## src/rtl/sram_pkg.sv

```systemverilog
package sram_pkg;

  typedef enum logic [2:0] {
    ST_IDLE,
    ST_READ,
    ST_WRITE,
    ST_RECOVER,
    ST_PWRDN
  } sram_state_e;

  // nanoseconds to whole clock cycles, rounded up, never below one
  function automatic int ns_to_cyc(input int t_ns, input int clk_ns);
    int c;
    c = (t_ns + clk_ns - 1) / clk_ns;
    return (c < 1) ? 1 : c;
  endfunction

  function automatic int imax(input int a, input int b);
    return (a > b) ? a : b;
  endfunction

endpackage

```

## src/rtl/sram_seq.sv

```systemverilog
module sram_seq
  import sram_pkg::*;
#(
  parameter int ADDR_W     = 18,
  parameter int DATA_W     = 16,
  parameter int CLK_NS     = 5,
  parameter int T_RC_NS    = 70,
  parameter int T_AA_NS    = 70,
  parameter int T_WC_NS    = 70,
  parameter int T_WP_NS    = 55,
  parameter int T_DS_NS    = 30,
  parameter int T_OHZ_NS   = 25,
  parameter int T_PDREC_NS = 5000000,
  localparam int BE_W      = DATA_W / 8
) (
  input  logic              clk,
  input  logic              rst_n,
  input  logic              pd_req,
  input  logic              req_valid,
  output logic              req_ready,
  input  logic              req_we,
  input  logic [ADDR_W-1:0] req_addr,
  input  logic [BE_W-1:0]   req_be,
  input  logic [DATA_W-1:0] req_wdata,
  output sram_state_e       st,
  output logic [ADDR_W-1:0] addr_q,
  output logic [BE_W-1:0]   be_q,
  output logic [DATA_W-1:0] wdata_q,
  output logic              bus_quiet,
  output logic              wr_pulse,
  output logic              rd_last
);

  localparam int RD_CYC  = imax(ns_to_cyc(T_RC_NS, CLK_NS), ns_to_cyc(T_AA_NS, CLK_NS));
  localparam int WP_CYC  = imax(ns_to_cyc(T_WP_NS, CLK_NS), ns_to_cyc(T_DS_NS, CLK_NS));
  localparam int WC_CYC  = ns_to_cyc(T_WC_NS, CLK_NS);
  localparam int SU_CYC  = imax(1, WC_CYC - WP_CYC);
  localparam int WR_CYC  = SU_CYC + WP_CYC;
  localparam int OHZ_CYC = ns_to_cyc(T_OHZ_NS, CLK_NS);
  localparam int REC_CYC = ns_to_cyc(T_PDREC_NS, CLK_NS);
  localparam int MAX_CYC = imax(REC_CYC, imax(RD_CYC, WR_CYC));
  localparam int CNT_W   = $clog2(MAX_CYC + 1);
  localparam int Q_W     = $clog2(OHZ_CYC + 1);

  logic [CNT_W-1:0] cnt;
  logic [Q_W-1:0]   qcnt;
  logic             take;
  logic             cnt_done_rd;
  logic             cnt_done_wr;
  logic             cnt_done_rec;

  assign req_ready    = (st == ST_IDLE) && !pd_req;
  assign take         = req_ready && req_valid;
  assign bus_quiet    = (qcnt >= Q_W'(OHZ_CYC));
  assign cnt_done_rd  = (cnt == CNT_W'(RD_CYC - 1));
  assign cnt_done_wr  = (cnt == CNT_W'(WR_CYC - 1));
  assign cnt_done_rec = (cnt == CNT_W'(REC_CYC - 1));
  assign wr_pulse     = (st == ST_WRITE) && bus_quiet && (cnt >= CNT_W'(SU_CYC));
  assign rd_last      = (st == ST_READ) && cnt_done_rd;

  // cycles that have passed since the output enable was last low
  always_ff @(posedge clk or negedge rst_n) begin
    if (!rst_n)               qcnt <= Q_W'(OHZ_CYC);
    else if (st == ST_READ)   qcnt <= '0;
    else if (!bus_quiet)      qcnt <= qcnt + Q_W'(1);
  end

  always_ff @(posedge clk or negedge rst_n) begin
    if (!rst_n) begin
      st      <= ST_IDLE;
      cnt     <= '0;
      addr_q  <= '0;
      be_q    <= '0;
      wdata_q <= '0;
    end else begin
      case (st)
        ST_IDLE: begin
          cnt <= '0;
          if (pd_req) begin
            st <= ST_PWRDN;
          end else if (take) begin
            addr_q  <= req_addr;
            be_q    <= req_be;
            wdata_q <= req_wdata;
            st      <= req_we ? ST_WRITE : ST_READ;
          end
        end
        ST_READ: begin
          if (cnt_done_rd) begin
            st  <= ST_IDLE;
            cnt <= '0;
          end else begin
            cnt <= cnt + CNT_W'(1);
          end
        end
        ST_WRITE: begin
          if (bus_quiet) begin
            if (cnt_done_wr) begin
              st  <= ST_IDLE;
              cnt <= '0;
            end else begin
              cnt <= cnt + CNT_W'(1);
            end
          end
        end
        ST_PWRDN: begin
          cnt <= '0;
          if (!pd_req) st <= ST_RECOVER;
        end
        ST_RECOVER: begin
          if (cnt_done_rec) begin
            st  <= ST_IDLE;
            cnt <= '0;
          end else begin
            cnt <= cnt + CNT_W'(1);
          end
        end
        default: st <= ST_IDLE;
      endcase
    end
  end


  take_start_chk: assert property (@(posedge clk) disable iff (!rst_n)
    (req_valid && req_ready) |=> (st == ST_READ || st == ST_WRITE));


  pd_exit_chk: assert property (@(posedge clk) disable iff (!rst_n)
    (st == ST_PWRDN && !pd_req) |=> (st == ST_RECOVER));

endmodule

```

## src/rtl/sram_pins.sv

```systemverilog
module sram_pins
  import sram_pkg::*;
#(
  parameter int ADDR_W = 18,
  parameter int DATA_W = 16,
  localparam int BE_W  = DATA_W / 8
) (
  input  logic              clk,
  input  logic              rst_n,
  input  sram_state_e       st,
  input  logic [ADDR_W-1:0] addr_q,
  input  logic [BE_W-1:0]   be_q,
  input  logic [DATA_W-1:0] wdata_q,
  input  logic              bus_quiet,
  input  logic              wr_pulse,
  input  logic              rd_last,
  output logic              rd_valid,
  output logic [DATA_W-1:0] rd_data,
  output logic [ADDR_W-1:0] mem_addr,
  output logic              mem_ce_n,
  output logic              mem_ce,
  output logic [BE_W-1:0]   mem_lane_n,
  output logic              mem_wr_n,
  output logic              mem_oe_n,
  output logic [DATA_W-1:0] mem_dq_o,
  output logic              mem_dq_oe,
  input  logic [DATA_W-1:0] mem_dq_i
);

  logic sel;
  logic [DATA_W-1:0] cap_data;

  assign sel        = (st == ST_READ) || (st == ST_WRITE);
  assign mem_addr   = addr_q;
  assign mem_ce_n   = !sel;
  assign mem_ce     = sel;
  assign mem_lane_n = sel ? ~be_q : '1;
  assign mem_wr_n   = !wr_pulse;
  assign mem_oe_n   = (st != ST_READ);
  assign mem_dq_o   = wdata_q;
  assign mem_dq_oe  = (st == ST_WRITE) && bus_quiet;

  for (genvar g = 0; g < BE_W; g++) begin : g_lane
    assign cap_data[g*8 +: 8] = be_q[g] ? mem_dq_i[g*8 +: 8] : 8'h00;
  end

  always_ff @(posedge clk or negedge rst_n) begin
    if (!rst_n) begin
      rd_valid <= 1'b0;
      rd_data  <= '0;
    end else begin
      rd_valid <= rd_last;
      if (rd_last) rd_data <= cap_data;
    end
  end


  idle_pins_chk: assert property (@(posedge clk) disable iff (!rst_n)
    mem_ce_n |-> (mem_lane_n == '1 && mem_wr_n && mem_oe_n && !mem_ce));


  wr_oe_excl_chk: assert property (@(posedge clk) disable iff (!rst_n)
    !mem_wr_n |-> (mem_oe_n && !mem_ce_n && mem_ce));


  wr_after_sel_chk: assert property (@(posedge clk) disable iff (!rst_n)
    $fell(mem_wr_n) |-> ($past(!mem_ce_n) && $stable(mem_lane_n)));


  addr_hold_chk: assert property (@(posedge clk) disable iff (!rst_n)
    (!mem_ce_n && $past(!mem_ce_n)) |-> $stable(mem_addr));


  drv_oe_chk: assert property (@(posedge clk) disable iff (!rst_n)
    mem_dq_oe |-> (mem_oe_n && !mem_ce_n));


  rdv_pulse_chk: assert property (@(posedge clk) disable iff (!rst_n)
    rd_valid |=> !rd_valid);

endmodule

```

## src/rtl/sram_ctrl.sv

```systemverilog
module sram_ctrl
  import sram_pkg::*;
#(
  parameter int ADDR_W     = 18,
  parameter int DATA_W     = 16,
  parameter int CLK_NS     = 5,
  parameter int T_RC_NS    = 70,
  parameter int T_AA_NS    = 70,
  parameter int T_WC_NS    = 70,
  parameter int T_WP_NS    = 55,
  parameter int T_DS_NS    = 30,
  parameter int T_OHZ_NS   = 25,
  parameter int T_PDREC_NS = 5000000,
  localparam int BE_W      = DATA_W / 8
) (
  input  logic              clk,
  input  logic              rst_n,
  input  logic              pd_req,
  input  logic              req_valid,
  output logic              req_ready,
  input  logic              req_we,
  input  logic [ADDR_W-1:0] req_addr,
  input  logic [BE_W-1:0]   req_be,
  input  logic [DATA_W-1:0] req_wdata,
  output logic              rd_valid,
  output logic [DATA_W-1:0] rd_data,
  output logic [ADDR_W-1:0] mem_addr,
  output logic              mem_ce_n,
  output logic              mem_ce,
  output logic [BE_W-1:0]   mem_lane_n,
  output logic              mem_wr_n,
  output logic              mem_oe_n,
  output logic [DATA_W-1:0] mem_dq_o,
  output logic              mem_dq_oe,
  input  logic [DATA_W-1:0] mem_dq_i
);

  sram_state_e       st;
  logic [ADDR_W-1:0] addr_q;
  logic [BE_W-1:0]   be_q;
  logic [DATA_W-1:0] wdata_q;
  logic              bus_quiet;
  logic              wr_pulse;
  logic              rd_last;

  sram_seq #(
    .ADDR_W(ADDR_W), .DATA_W(DATA_W), .CLK_NS(CLK_NS),
    .T_RC_NS(T_RC_NS), .T_AA_NS(T_AA_NS), .T_WC_NS(T_WC_NS),
    .T_WP_NS(T_WP_NS), .T_DS_NS(T_DS_NS), .T_OHZ_NS(T_OHZ_NS),
    .T_PDREC_NS(T_PDREC_NS)
  ) u_seq (
    .clk(clk), .rst_n(rst_n), .pd_req(pd_req),
    .req_valid(req_valid), .req_ready(req_ready), .req_we(req_we),
    .req_addr(req_addr), .req_be(req_be), .req_wdata(req_wdata),
    .st(st), .addr_q(addr_q), .be_q(be_q), .wdata_q(wdata_q),
    .bus_quiet(bus_quiet), .wr_pulse(wr_pulse), .rd_last(rd_last)
  );

  sram_pins #(.ADDR_W(ADDR_W), .DATA_W(DATA_W)) u_pins (
    .clk(clk), .rst_n(rst_n), .st(st), .addr_q(addr_q), .be_q(be_q),
    .wdata_q(wdata_q), .bus_quiet(bus_quiet), .wr_pulse(wr_pulse),
    .rd_last(rd_last), .rd_valid(rd_valid), .rd_data(rd_data),
    .mem_addr(mem_addr), .mem_ce_n(mem_ce_n), .mem_ce(mem_ce),
    .mem_lane_n(mem_lane_n), .mem_wr_n(mem_wr_n), .mem_oe_n(mem_oe_n),
    .mem_dq_o(mem_dq_o), .mem_dq_oe(mem_dq_oe), .mem_dq_i(mem_dq_i)
  );

endmodule

```

## config.mk

```make
export PLATFORM = sky130hd
export DESIGN_NAME = sram_ctrl
export DESIGN_NICKNAME = d
export VERILOG_FILES = /design/src/rtl/sram_pkg.sv /design/src/rtl/sram_seq.sv /design/src/rtl/sram_pins.sv /design/src/rtl/sram_ctrl.sv
export SDC_FILE = /design/constraint.sdc
export NUM_CORES = 1
export LEC_CHECK = 0
export ABC_AREA = 1
export BUFFER_PORTS_ARGS = -buffer_cell sky130_fd_sc_hd__buf_2
export CORE_UTILIZATION = 47
export DETAILED_ROUTE_END_ITERATION = 8
export GPL_TIMING_DRIVEN = 1
export PLACE_DENSITY = 0.73
export SYNTH_ARGS = -nofsm -noshare
export SYNTH_HDL_FRONTEND = slang
export SYNTH_SLANG_ARGS = --single-unit
```

## constraint.sdc

```tcl
create_clock -name clk -period 1.9 [get_ports clk]
set_input_delay 0 -clock clk [delete_from_list [all_inputs] [get_ports clk]]
set_output_delay 0 -clock clk [all_outputs]
set_load 0.05 [all_outputs]
```

==> impl_metrics.yaml <==
cells_and_area:
  fin_nets: 668
  area_growth_pct: 37.5
  multi_input_area_mm2: 0.00185
  finalNonFillerCells: 718
  nFillCells: 611
  drive_gt1_share_pct: 33.8
  regArea_mm2: 0.00198
global_route:
  overflow: 0
  grt_max_degree: 43
  grt_usage_pct: 24.8
  antenna_found_initial: 0
  grt_pass1_vias: 3646
  grt_pass1_wl_um: 16900
routing:
  wl_met1_um: 4490
  drtPass1Iterations: 5
  post_drt_wl_per_cell_um: 15.2
  highest_layer: "met4"
  num_vias: 3711
  vias_per_cell: 5.17
  drt.antenna.violating_nets: 0
  drt_iter0_drc: 132
  drc_errors: 0
  wl_um: 10900
  met3_length_um: 446
  met2_wirelength_um: 5590
placed_design:
  gp_congestion: 0.883
  place_inst: 644
  hpwl_um: 6780
  io_buffers: 115
yosys:
  yosysMostFrequentCell: "nand2_1"
  synth_warnings: 0
  synth.avg_cell_area_um2: 9.49
  yosys.area_share.simple_pct: 24.4
  synth_top_family_by_area: "simple AND/OR/NAND/NOR gates"
  synth_edf_count: 0
  synth_common_cells: "nand2_1, dfrtp_1, nor2_1, nand3_1, inv_1"
  synth_area_mm2: 0.00404
  synth_fa_ha_area_share_pct: 1.24
  ys_ff_latch: 79
  synth_xor_area_share_pct: 0.217
  synth_cell_type_count: 39
  syn_inst: 426
  async_flop_share_pct: 100
  muxShareOfSynthArea_pct: 12.8
  synth-main-ff-cell: "dfrtp_1"
  yosysSeqAreaShare_pct: 49.0
  syn_nets: 487
  yosysTopAreaCellShare_pct: 47.7
  synth_top_cell_by_area: "dfrtp_1"
  synth_compound_area_share_pct: 6.01
  synth_area_leaders: "dfrtp_1, mux2_4, nand2_1, nor2_1, nand3_1"
sta:
  finalSetupViolations: 0
  tns_ns: 0
  final_max_slew_viol_count: 0
  worst_pin_slew_ns: 0.553
  max_freq_mhz: 556
  slew_headroom_pct: 63.1
  timing.final.crit_share_pct: 94.6
  rsz0062_at_grt: "no"
  finalHoldViolations: 0
  clock_skew_ns: 0.00922
  fin_crit_ns: 1.80
cts:
  cts_buffer_depth: 2
  cts_tree: "yes"
  h-tree-depth: 3
  path_clk_slew_ns: 0.09
  cts_root_buffer: "clkbuf_8"
  clk_latency_ns: 0.36
  cts_made_buffers: 9
  cts_sinks: 79
run_status:
  status: "complete, no violations"
die:
  die_w_um: 94.7
  die-area_mm2: 0.00897
  initial_core_util_pct: 48.9
  std_cell_rows: 33
  die_y_um: 94.7
  core_area_mm2: 0.00826
  io-pin-count: 116
pwr:
  p_sw_mw: 3.86
  power_density_mw_per_mm2: 1440
  seqPwrFrac_pct: 32.4
  internal_power_mw: 4.13
  p_clk_share_pct: 15.9
  switching_share_pct: 48.3
  combPwrFrac_pct: 51.6
  ir_drop_mv: 1.08
  leakagePower_nw: 2.59
job:
  max-cap-violations: 0
hold_path:
  worstHoldPathType: "input port to asynchronous set/reset pin"
worst_setup_path:
  critPathMaxFanout: 36
  crit_arrival_ns: 2.04
  required_ns: 2.14
  critPathLaunchType: "flip-flop"
  worst_setup_path_end_kind: "flip-flop"
  crit_type: "flip-flop to flip-flop"
worst max-delay path, cell delays in order, from the launching register on:
cell     delay (ns)
dfrtp_1        0.48
nor2_4         0.19
nand2_2        0.11
nor3b_4        0.22
buf_12         0.29
mux2_2         0.39
routing by layer:
metal | up-vias | global-route usage [%]
met4 | 0 | 13.1
li1 | 1769 | -
met3 | 33 | 4.75
met5 | - | 0
met2 | 140 | 42.7
met1 | 1769 | 29.1
stage by stage:
stage / power (mW) / area [um^2] / hold WS (ns) / setup WS [ns] / util [%]
2_1_floorplan: 5.59 / 4040 / -0.296 / 0.0112 / -
3_3_place_gp: 6.38 / 4750 / 0.0290 / 0.133 / 57.5
3_5_place_dp: 6.48 / 4750 / 0.0330 / 0.0702 / 57.5
4_1_cts: 7.86 / 5500 / 0.165 / 0.00433 / 66.6
5_1_grt: 8.35 / 5550 / 0.201 / 0.00101 / 67.2
6_report: 7.99 / 5560 / 0.163 / 0.103 / 67.3
layout make-up:
class                   count  share of cell area, %
flip-flops and latches     79                   35.7
multi-input cells         300                   33.3
repair buffers            182                   22.7
inverters                  35                   2.39
well taps                 105                   2.36
clock buffers              10                   2.30
clock inverters             6                   1.26
diodes                      1                 0.0450
sequential cells by signal, summed over array words and instances (netlist names):
signal,flops
u_seq.qcnt,3
u_pins.rd_valid,1
u_seq.cnt,20
u_pins.rd_data,16
u_seq.addr_q,18
u_seq.be_q,2
u_seq.st,3
u_seq.wdata_q,16
what timing repair did:
item / CTS / global route
endpoints found under the setup margin: 1 / 25
gates resized for setup: 1 / 11
endpoints found under the hold margin: 92 / 0
buffers inserted: 0 / 2
hold buffers: 55 / 0
pin swaps: 0 / 1
kinds of logic (layout without fill, tap and decap cells):
kind of cell | after synthesis | after routing
DFF | 79 | 79
muxes | 36 | 36
AOI/OAI and AO/OA | 39 | 39
adders and majority gates | 4 | 4
other | 0 | 1
xor gates and xnor gates | 1 | 1
buffers and inverters | 47 | 233
and+or+nand+nor | 220 | 220
placed cells by master (no fill, tap or decap), types with 3 or more instances in the layout:
cell           Yosys  routed
nor3_1             5       4
buf_12             3       3
ha_1               4       4
buf_4              1      10
buf_2              2     113
nand2_1          102      99
inv_1             32      32
nor2_1            51      49
clkbuf_8           0       9
clkinvlp_4         0       3
dlygate4sd3_1      0      55
nand3_1           38      37
nand2_2            2       3
nand4_1            9       9
o21bai_1           6       6
dfrtp_1           77      76
o21ai_0           23      22
mux2_4            30      30
nor2_2             5       7
mux2_2             6       6
power by group through the flow:
stage               clock (mW)  combinational, mW  sequential, mW
global route              1.36               4.35            2.64
finish                    1.27               4.12            2.59
floorplan                    0               1.80            3.79
global placement             0               3.83            2.54
detailed placement           0               3.91            2.57
CTS                       1.30               4.01            2.55
final timing paths:
kind,startpoint,endpoint,slack [ns],depth (start not counted)
worst max-delay path,u_seq.st[0],u_seq.addr_q[0],0.10,5
worst min-delay path,rst_n,u_seq.cnt[5],0.16,2
worst max register to register,u_seq.st[0],u_seq.addr_q[0],0.10,5
worst min register to register,u_pins.rd_data[2],u_pins.rd_data[2],0.51,2
max in group asynchronous,rst_n,u_pins.rd_data[3],1.16,3
min in group clk,req_valid,u_seq.st[1],0.19,5
No activity file was read; power rests on OpenSTA's default activity.
